$ cat config.mk
export PLATFORM = sky130hd
export DESIGN_NAME = sar_seq_core
export DESIGN_NICKNAME = d
export VERILOG_FILES = /design/src/rtl/sar_pkg.sv /design/src/rtl/sar_rst_sync.sv /design/src/rtl/sar_seq_ctrl.sv /design/src/rtl/sar_code_reg.sv /design/src/rtl/sar_rd_port.sv /design/src/rtl/sar_seq_core.sv
export SDC_FILE = /design/constraint.sdc
export NUM_CORES = 1
export LEC_CHECK = 0
export ABC_AREA = 1
export BUFFER_PORTS_ARGS = -buffer_cell sky130_fd_sc_hd__buf_2
export CORE_MARGIN = 2
export CORE_UTILIZATION = 45
export DETAILED_ROUTE_END_ITERATION = 16
export HOLD_SLACK_MARGIN = 0.1
export PLACE_DENSITY = 0.66
export SLEW_MARGIN = 5
export SYNTH_ARGS = -nofsm -noshare
export SYNTH_HDL_FRONTEND = slang
export SYNTH_HIERARCHICAL = 1
export SYNTH_SLANG_ARGS = --single-unit
$ cat constraint.sdc
create_clock -name clk -period 1.6 [get_ports clk]
set_input_delay 0.32 -clock clk [delete_from_list [all_inputs] [get_ports clk]]
set_output_delay 0.32 -clock clk [all_outputs]
set_load 0.02 [all_outputs]
$ cat src/rtl/sar_pkg.sv
package sar_pkg;

  typedef enum logic {
    ST_IDLE = 1'b0,
    ST_CONV = 1'b1
  } sar_state_e;

endpackage

$ cat src/rtl/sar_rst_sync.sv
module sar_rst_sync #(
  parameter int STAGES = 2
) (
  input  logic clk,
  input  logic rst_n,
  output logic rst_sync_n
);

  logic [STAGES-1:0] sync_q;

  always_ff @(posedge clk or negedge rst_n) begin
    if (!rst_n) sync_q <= '0;
    else        sync_q <= {sync_q[STAGES-2:0], 1'b1};
  end

  assign rst_sync_n = sync_q[STAGES-1];

endmodule

$ cat src/rtl/sar_seq_ctrl.sv
module sar_seq_ctrl
  import sar_pkg::*;
#(
  parameter int W = 12
) (
  input  logic         clk,
  input  logic         rst_n,
  input  logic         start_i,
  output logic         conv_o,
  output logic [W-1:0] mask_o,
  output logic         launch_o,
  output logic         finish_o,
  output logic         done_n_o
);

  localparam logic [W-1:0] MSB_MASK = {1'b1, {(W-1){1'b0}}};

  sar_state_e   state_q, state_d;
  logic [W-1:0] mask_q, mask_d;
  logic         mask_en;
  logic         done_q, done_d, done_en;
  logic         launch, finish;

  // next-state logic
  always_comb begin
    launch  = (state_q == ST_IDLE) && start_i;
    finish  = (state_q == ST_CONV) && mask_q[0];

    state_d = state_q;
    if (launch)      state_d = ST_CONV;
    else if (finish) state_d = ST_IDLE;

    mask_en = launch || (state_q == ST_CONV);
    mask_d  = launch ? MSB_MASK : (mask_q >> 1);

    done_en = launch || finish;
    done_d  = launch;
  end

  // registers
  always_ff @(posedge clk or negedge rst_n) begin
    if (!rst_n) state_q <= ST_IDLE;
    else        state_q <= state_d;
  end

  always_ff @(posedge clk or negedge rst_n) begin
    if (!rst_n)       mask_q <= '0;
    else if (mask_en) mask_q <= mask_d;
  end

  always_ff @(posedge clk or negedge rst_n) begin
    if (!rst_n)       done_q <= 1'b1;
    else if (done_en) done_q <= done_d;
  end

  assign conv_o   = (state_q == ST_CONV);
  assign mask_o   = mask_q;
  assign launch_o = launch;
  assign finish_o = finish;
  assign done_n_o = done_q;

endmodule

$ cat src/rtl/sar_code_reg.sv
module sar_code_reg #(
  parameter int W = 12
) (
  input  logic         clk,
  input  logic         rst_n,
  input  logic         launch_i,
  input  logic         conv_i,
  input  logic [W-1:0] mask_i,
  input  logic         cmp_i,
  output logic [W-1:0] code_o,
  output logic [W-1:0] code_d_o
);

  for (genvar i = 0; i < W; i++) begin : g_bit
    logic bit_en, bit_d, bit_q;

    if (i == W-1) begin : g_top
      // top bit: pulled low at launch, decided on its own trial edge
      assign bit_en = launch_i | (conv_i & mask_i[i]);
      assign bit_d  = launch_i ? 1'b0 : cmp_i;
    end else begin : g_low
      // lower bits: preset high at launch, pulled low when the bit above
      // is decided, then take the comparator value on their own edge
      assign bit_en = launch_i | (conv_i & (mask_i[i] | mask_i[i+1]));
      assign bit_d  = launch_i ? 1'b1 : (mask_i[i] & cmp_i);
    end

    always_ff @(posedge clk or negedge rst_n) begin
      if (!rst_n)      bit_q <= 1'b1;
      else if (bit_en) bit_q <= bit_d;
    end

    assign code_o[i]   = bit_q;
    assign code_d_o[i] = bit_en ? bit_d : bit_q;
  end

endmodule

$ cat src/rtl/sar_rd_port.sv
module sar_rd_port #(
  parameter int W = 12
) (
  input  logic         clk,
  input  logic         rst_n,
  input  logic         load_i,
  input  logic [W-1:0] code_i,
  input  logic         rd_en_i,
  output logic [W-1:0] bus_o
);

  logic [W-1:0] res_q;

  always_ff @(posedge clk or negedge rst_n) begin
    if (!rst_n)      res_q <= '0;
    else if (load_i) res_q <= code_i;
  end

  assign bus_o = rd_en_i ? res_q : '0;

endmodule

$ cat src/rtl/sar_seq_core.sv
module sar_seq_core #(
  parameter int W           = 12,
  parameter int SYNC_STAGES = 2
) (
  input  logic         clk,
  input  logic         rst_n,
  input  logic         start_i,
  input  logic         cmp_i,
  input  logic         rd_en_i,
  output logic [W-1:0] trial_o,
  output logic         done_n_o,
  output logic [W-1:0] bus_o
);

  logic         rst_sync_n;
  logic         conv;
  logic [W-1:0] mask;
  logic         launch;
  logic         finish;
  logic [W-1:0] code_d;

  sar_rst_sync #(.STAGES(SYNC_STAGES)) u_rst_sync (
    .clk        (clk),
    .rst_n      (rst_n),
    .rst_sync_n (rst_sync_n)
  );

  sar_seq_ctrl #(.W(W)) u_ctrl (
    .clk      (clk),
    .rst_n    (rst_sync_n),
    .start_i  (start_i),
    .conv_o   (conv),
    .mask_o   (mask),
    .launch_o (launch),
    .finish_o (finish),
    .done_n_o (done_n_o)
  );

  sar_code_reg #(.W(W)) u_code (
    .clk      (clk),
    .rst_n    (rst_sync_n),
    .launch_i (launch),
    .conv_i   (conv),
    .mask_i   (mask),
    .cmp_i    (cmp_i),
    .code_o   (trial_o),
    .code_d_o (code_d)
  );

  sar_rd_port #(.W(W)) u_rd (
    .clk     (clk),
    .rst_n   (rst_sync_n),
    .load_i  (finish),
    .code_i  (code_d),
    .rd_en_i (rd_en_i),
    .bus_o   (bus_o)
  );

endmodule

; Word-level counts from Yosys, hierarchy flattened
; Index checks and enable logic that the tools add are counted.
[classes]
addsub = 0
n_mul = 0
n_div = 0
magnitude_cmp = 0
eq_ne = 0
shifts = 0
n_mux = 28
bitwise = 47
reduce_logical = 5
[op_table]
columns = cell, n
row1 = 1-bit two-way mux, 26
row2 = 12-bit two-way mux, 2
row3 = 1-bit AND, 23
row4 = 1-bit OR, 23
row5 = 1-bit logical AND, 2
row6 = 1-bit logical OR, 2
row7 = 2-bit nonzero test, 1
row8 = 1-bit NOT, 1
[word_totals]
regBits = 40
latchBits = 0
ramBits = 0
rom_bits = 0
inputBits = 5
n_memories = 0

; Longest topological paths before layout
[depth]
depth_word = 4
depth_mapped = 10
mapped_depth_nobuf = 9

; Cells and area by module
; The synthesis kept the hierarchy.
[by_module_without_submodules]
columns = module, instances, cells_per_inst, area_each_um2, seq_area_each_um2
row1 = sar_code_reg, 1, 93, 713.2, 315.3
row2 = sar_rd_port, 1, 76, 553.0, 300.3
row3 = sar_seq_ctrl, 1, 60, 539.3, 351.6
row4 = sar_rst_sync, 1, 3, 53.8, 50.0

; Worst setup path after synthesis
; Ideal clock, no wire load.
[synth_timing]
path_type = flip-flop to flip-flop
start = reg u_ctrl.state_q (netlist: u_ctrl/conv_o)
end = reg u_rd.res_q[1]
arrival_ns = 1.211
t_required_ns = 1.484
slack_ns = 0.273
stages_incl_launch_ff = 11
n_path_buf = 1
period_less_slack_ns = 1.327
cell_sequence = dfrtp_1 > inv_1 > nand2_1 > inv_1 > inv_1 > buf_2 > nand2_1 > inv_1 > nand2_1 > nand2_1 > nand2_1
[synth_via]
elab_chain_len = 4
[synth_rtl]
columns = element, line
row1 = start: declaration, sar_seq_ctrl.sv:18  ; sar_state_e state_q, state_d;
row2 = start signal: assignment, sar_seq_ctrl.sv:43  ; else state_q <= state_d;
row3 = 1-bit NOT (*), sar_seq_ctrl.sv:26  ; launch = (state_q == ST_IDLE) && start_i;
row4 = 1-bit logical AND (*), sar_seq_ctrl.sv:26
row5 = net launch, sar_seq_core.sv:18  ; logic launch;
row6 = 1-bit two-way mux or 1-bit OR (tied branches), "sar_code_reg.sv:25, sar_code_reg.sv:24"
row7 = 1-bit two-way mux (*), -
row8 = net code_d[1], sar_seq_core.sv:20  ; logic [W-1:0] code_d;
row9 = end signal: assignment, sar_rd_port.sv:16  ; else if (load_i) res_q <= code_i;
row10 = end: declaration, sar_rd_port.sv:12  ; logic [W-1:0] res_q;
; Mark *: on every way through the listed nets, which the timed path passes. The rest lies on a longest branch.
; A chain may end at the register's enable or synchronous reset.

; Worst setup path after layout
[layout_timing]
start = reg u_ctrl.state_q (netlist: u_ctrl/conv_o)
end = reg u_rd.res_q[5]
[layout_lines]
columns = element, line
row1 = 1-bit logical AND, sar_seq_ctrl.sv:27  ; finish = (state_q == ST_CONV) && mask_q[0];
row2 = net finish, sar_seq_core.sv:19  ; logic finish;
; The timed path passes the listed nets, and every way through them passes these cells.

==> results.tsv <==
metric	value	unit
grt_max_degree	39	
syn_nets	237	
cts_made_buffers	5	
hold_viol_final	0	
drive_above_1_share	21.8	%
critPathArrivalTime	1.52	ns
p_leak	1.22	nW
ctsHtreeMaxLevel	2	
die_height	68.3	um
synth_cells	232	
cts_tree	done	
status	finished, final reports clean	
r2r-start	u_ctrl/conv_o$_DFFE_PN0P_	
maxCapViolations	0	
fmax	747	MHz
drc	0	
yosysWarnings	6	
power_density	1940	nW/um2
antenna_found_initial	0	
viasPerCell	4.44	
fillers	406	
multi_input_area	583	um2
end_kind	register	
critPathMaxFanout	37	
power.total	0.00397	W
gr-usage-all-layers	16.1	%
wl_per_cell	10.8	um
rsz0062_at_grt	false	
hpwl	2250	um
seq_area_frac_synth	54.7	%
clockBufferDepth	2	
setup_viol	0	
synth.distinct_cells	15	
cp.required	1.78	ns
worstSetupPathType	register to register	
via_count	1342	
antenna_left	0	
finalCriticalPeriod	1.34	ns
startpoint_type	register	
reg2reg_depth	6	
dr.pass1.iters	4	
seq_area	1020	um2
ios	30	
cpMostUsedCell	nand2_1	
synth-seq-cells	40	
final_cell_area	2040	um2
r2r_slack	0.26	ns
fin_nets	256	
io_buffers	29	
die_x	68.3	um
place.gp.congestion	0.733	
place_area	1940	um2
syn2layout_area_growth	9.89	%
cts_root_buf	clkbuf_8	
grt_pass1_vias	1144	
crit_path_cell_trace	buf_12, nand2_1, inv_1, inv_2, nand2_1, nand2_1	
cts_num_sinks	40	
fin_skew	0.00232	ns
core_area	4000	um2
layout_common_cells	nand2_1, buf_2, dfrtp_1, inv_1, nand3_1	
critPathSlowestCell	dfrtp_1	
grt_pass1_wl	5410	um
path_clk_slew	0.07	ns
hold_path.class	register to asynchronous set/reset pin	
vdd_ir_drop_max	0.809	mV
post-route-period-util	83.7	%
clk_latency	0.29	ns
start_util	46.5	%
row_count	23	
avgSynthCellArea	8.01	um2
diodes	0	
synth_area	1860	um2
drt_iter0_markers	76	
routed_wl	3260	um
r2r_end	u_rd/res_q[5]$_DFFE_PN0P_	
slowest_delay	0.39	ns
fin_hold_ws	0.285	ns
grt_overflow_total	0	
final_common_cell	nand2_1	
final_max_slew_viol_count	0	
fin_tns_setup	0	ns
die_area	4660	um2
-- what timing repair did --
action,4_1_cts,5_1_grt
gates resized for setup,0,0
endpoints found under the hold margin,2,0
hold buffers,1,0
buffers inserted,0,0
-- sequential cells by signal (all words and copies together) (netlist names) --
register and cells:
u_code/g_bit.bit_q 12, u_ctrl/conv_o 1, u_ctrl/done_n_o 1, u_ctrl/mask_o 12, u_rd/res_q 12, u_rst_sync/sync_q 2
-- cell type report --
class	instances	share of cell area, %
sequential	40	49.8
multi-input combinational	145	28.5
timing repair buffer	33	9.31
inverter	26	4.78
clock buffer	6	4.04
tap	50	3.06
clock inverter	2	0.490
-- synthesized netlist by cell type (all sizes together) --
master / instances / area share (%)
nand4: 1 / 0.34
nand3: 18 / 4.8
o21ai: 8 / 2.2
inv: 26 / 5.2
buf: 21 / 8.7
nand2: 114 / 23
a21oi: 1 / 0.27
nor2: 2 / 0.54
dfstp: 13 / 18
conb: 1 / 0.20
dfrtp: 27 / 36
-- metal layers --
layer / global-route usage (%) / part of all wire (%) / wire, um
met3: 4.93 / 3.9 / 127
met2: 22.5 / 43 / 1420
met1: 22.9 / 51 / 1650
met5: 0 / 0 / 0
met4: 7.50 / 2.1 / 68
-- report_power, final --
part	total [W]	internal, W	switching (W)
combinational	0.00152	0.000514	0.00100
sequential	0.00178	0.00153	0.000253
clock	0.000677	0.000344	0.000333
-- critical path: cells and delay by family, from the launching register on --
kind	cells	cell delay [ns]
flip-flops	1	0.39
AND/OR/NAND/NOR	3	0.21
buffers and inverters	3	0.61
-- per-stage QoR --
| step | util, % | cells | setup slack, ns |
|---|---|---|---|
| floorplan | - | 232 | 0.273 |
| global placement | 48.5 | 293 | 0.282 |
| detailed placement | 48.5 | 293 | 0.272 |
| CTS | 51.1 | 302 | 0.267 |
| global route | 51.1 | 302 | 0.0866 |
| finish | 51.1 | 302 | 0.261 |
-- worst max-delay path by stage --
| stage | cells past startpoint | from | slack (ns) | end |
|---|---|---|---|---|
| CTS | 6 | u_ctrl/conv_o$_DFFE_PN0P_ | 0.27 | u_rd/res_q[5]$_DFFE_PN0P_ |
| global route | 9 | u_ctrl/conv_o$_DFFE_PN0P_ | 0.09 | u_rd/res_q[5]$_DFFE_PN0P_ |
| finish | 6 | u_ctrl/conv_o$_DFFE_PN0P_ | 0.26 | u_rd/res_q[5]$_DFFE_PN0P_ |
| global placement | 6 | u_ctrl/conv_o$_DFFE_PN0P_ | 0.28 | u_rd/res_q[4]$_DFFE_PN0P_ |
| detailed placement | 6 | u_ctrl/conv_o$_DFFE_PN0P_ | 0.27 | u_rd/res_q[5]$_DFFE_PN0P_ |
| floorplan | 10 | u_ctrl/conv_o$_DFFE_PN0P_ | 0.27 | u_rd/res_q[1]$_DFFE_PN0P_ |
-- cells by family (layout without fill, tap and decap cells) --
| family | after synthesis | count (layout) | share of synthesized area (%) |
|---|---|---|---|
| AOI/OAI and AO/OA | 9 | 9 | 2.42 |
| DFF | 40 | 40 | 54.7 |
| other | 1 | 1 | 0.202 |
| and+or+nand+nor | 135 | 135 | 28.7 |
| buffers and inverters | 47 | 67 | 13.9 |
Note: power is estimated with default switching activity, not from simulation.
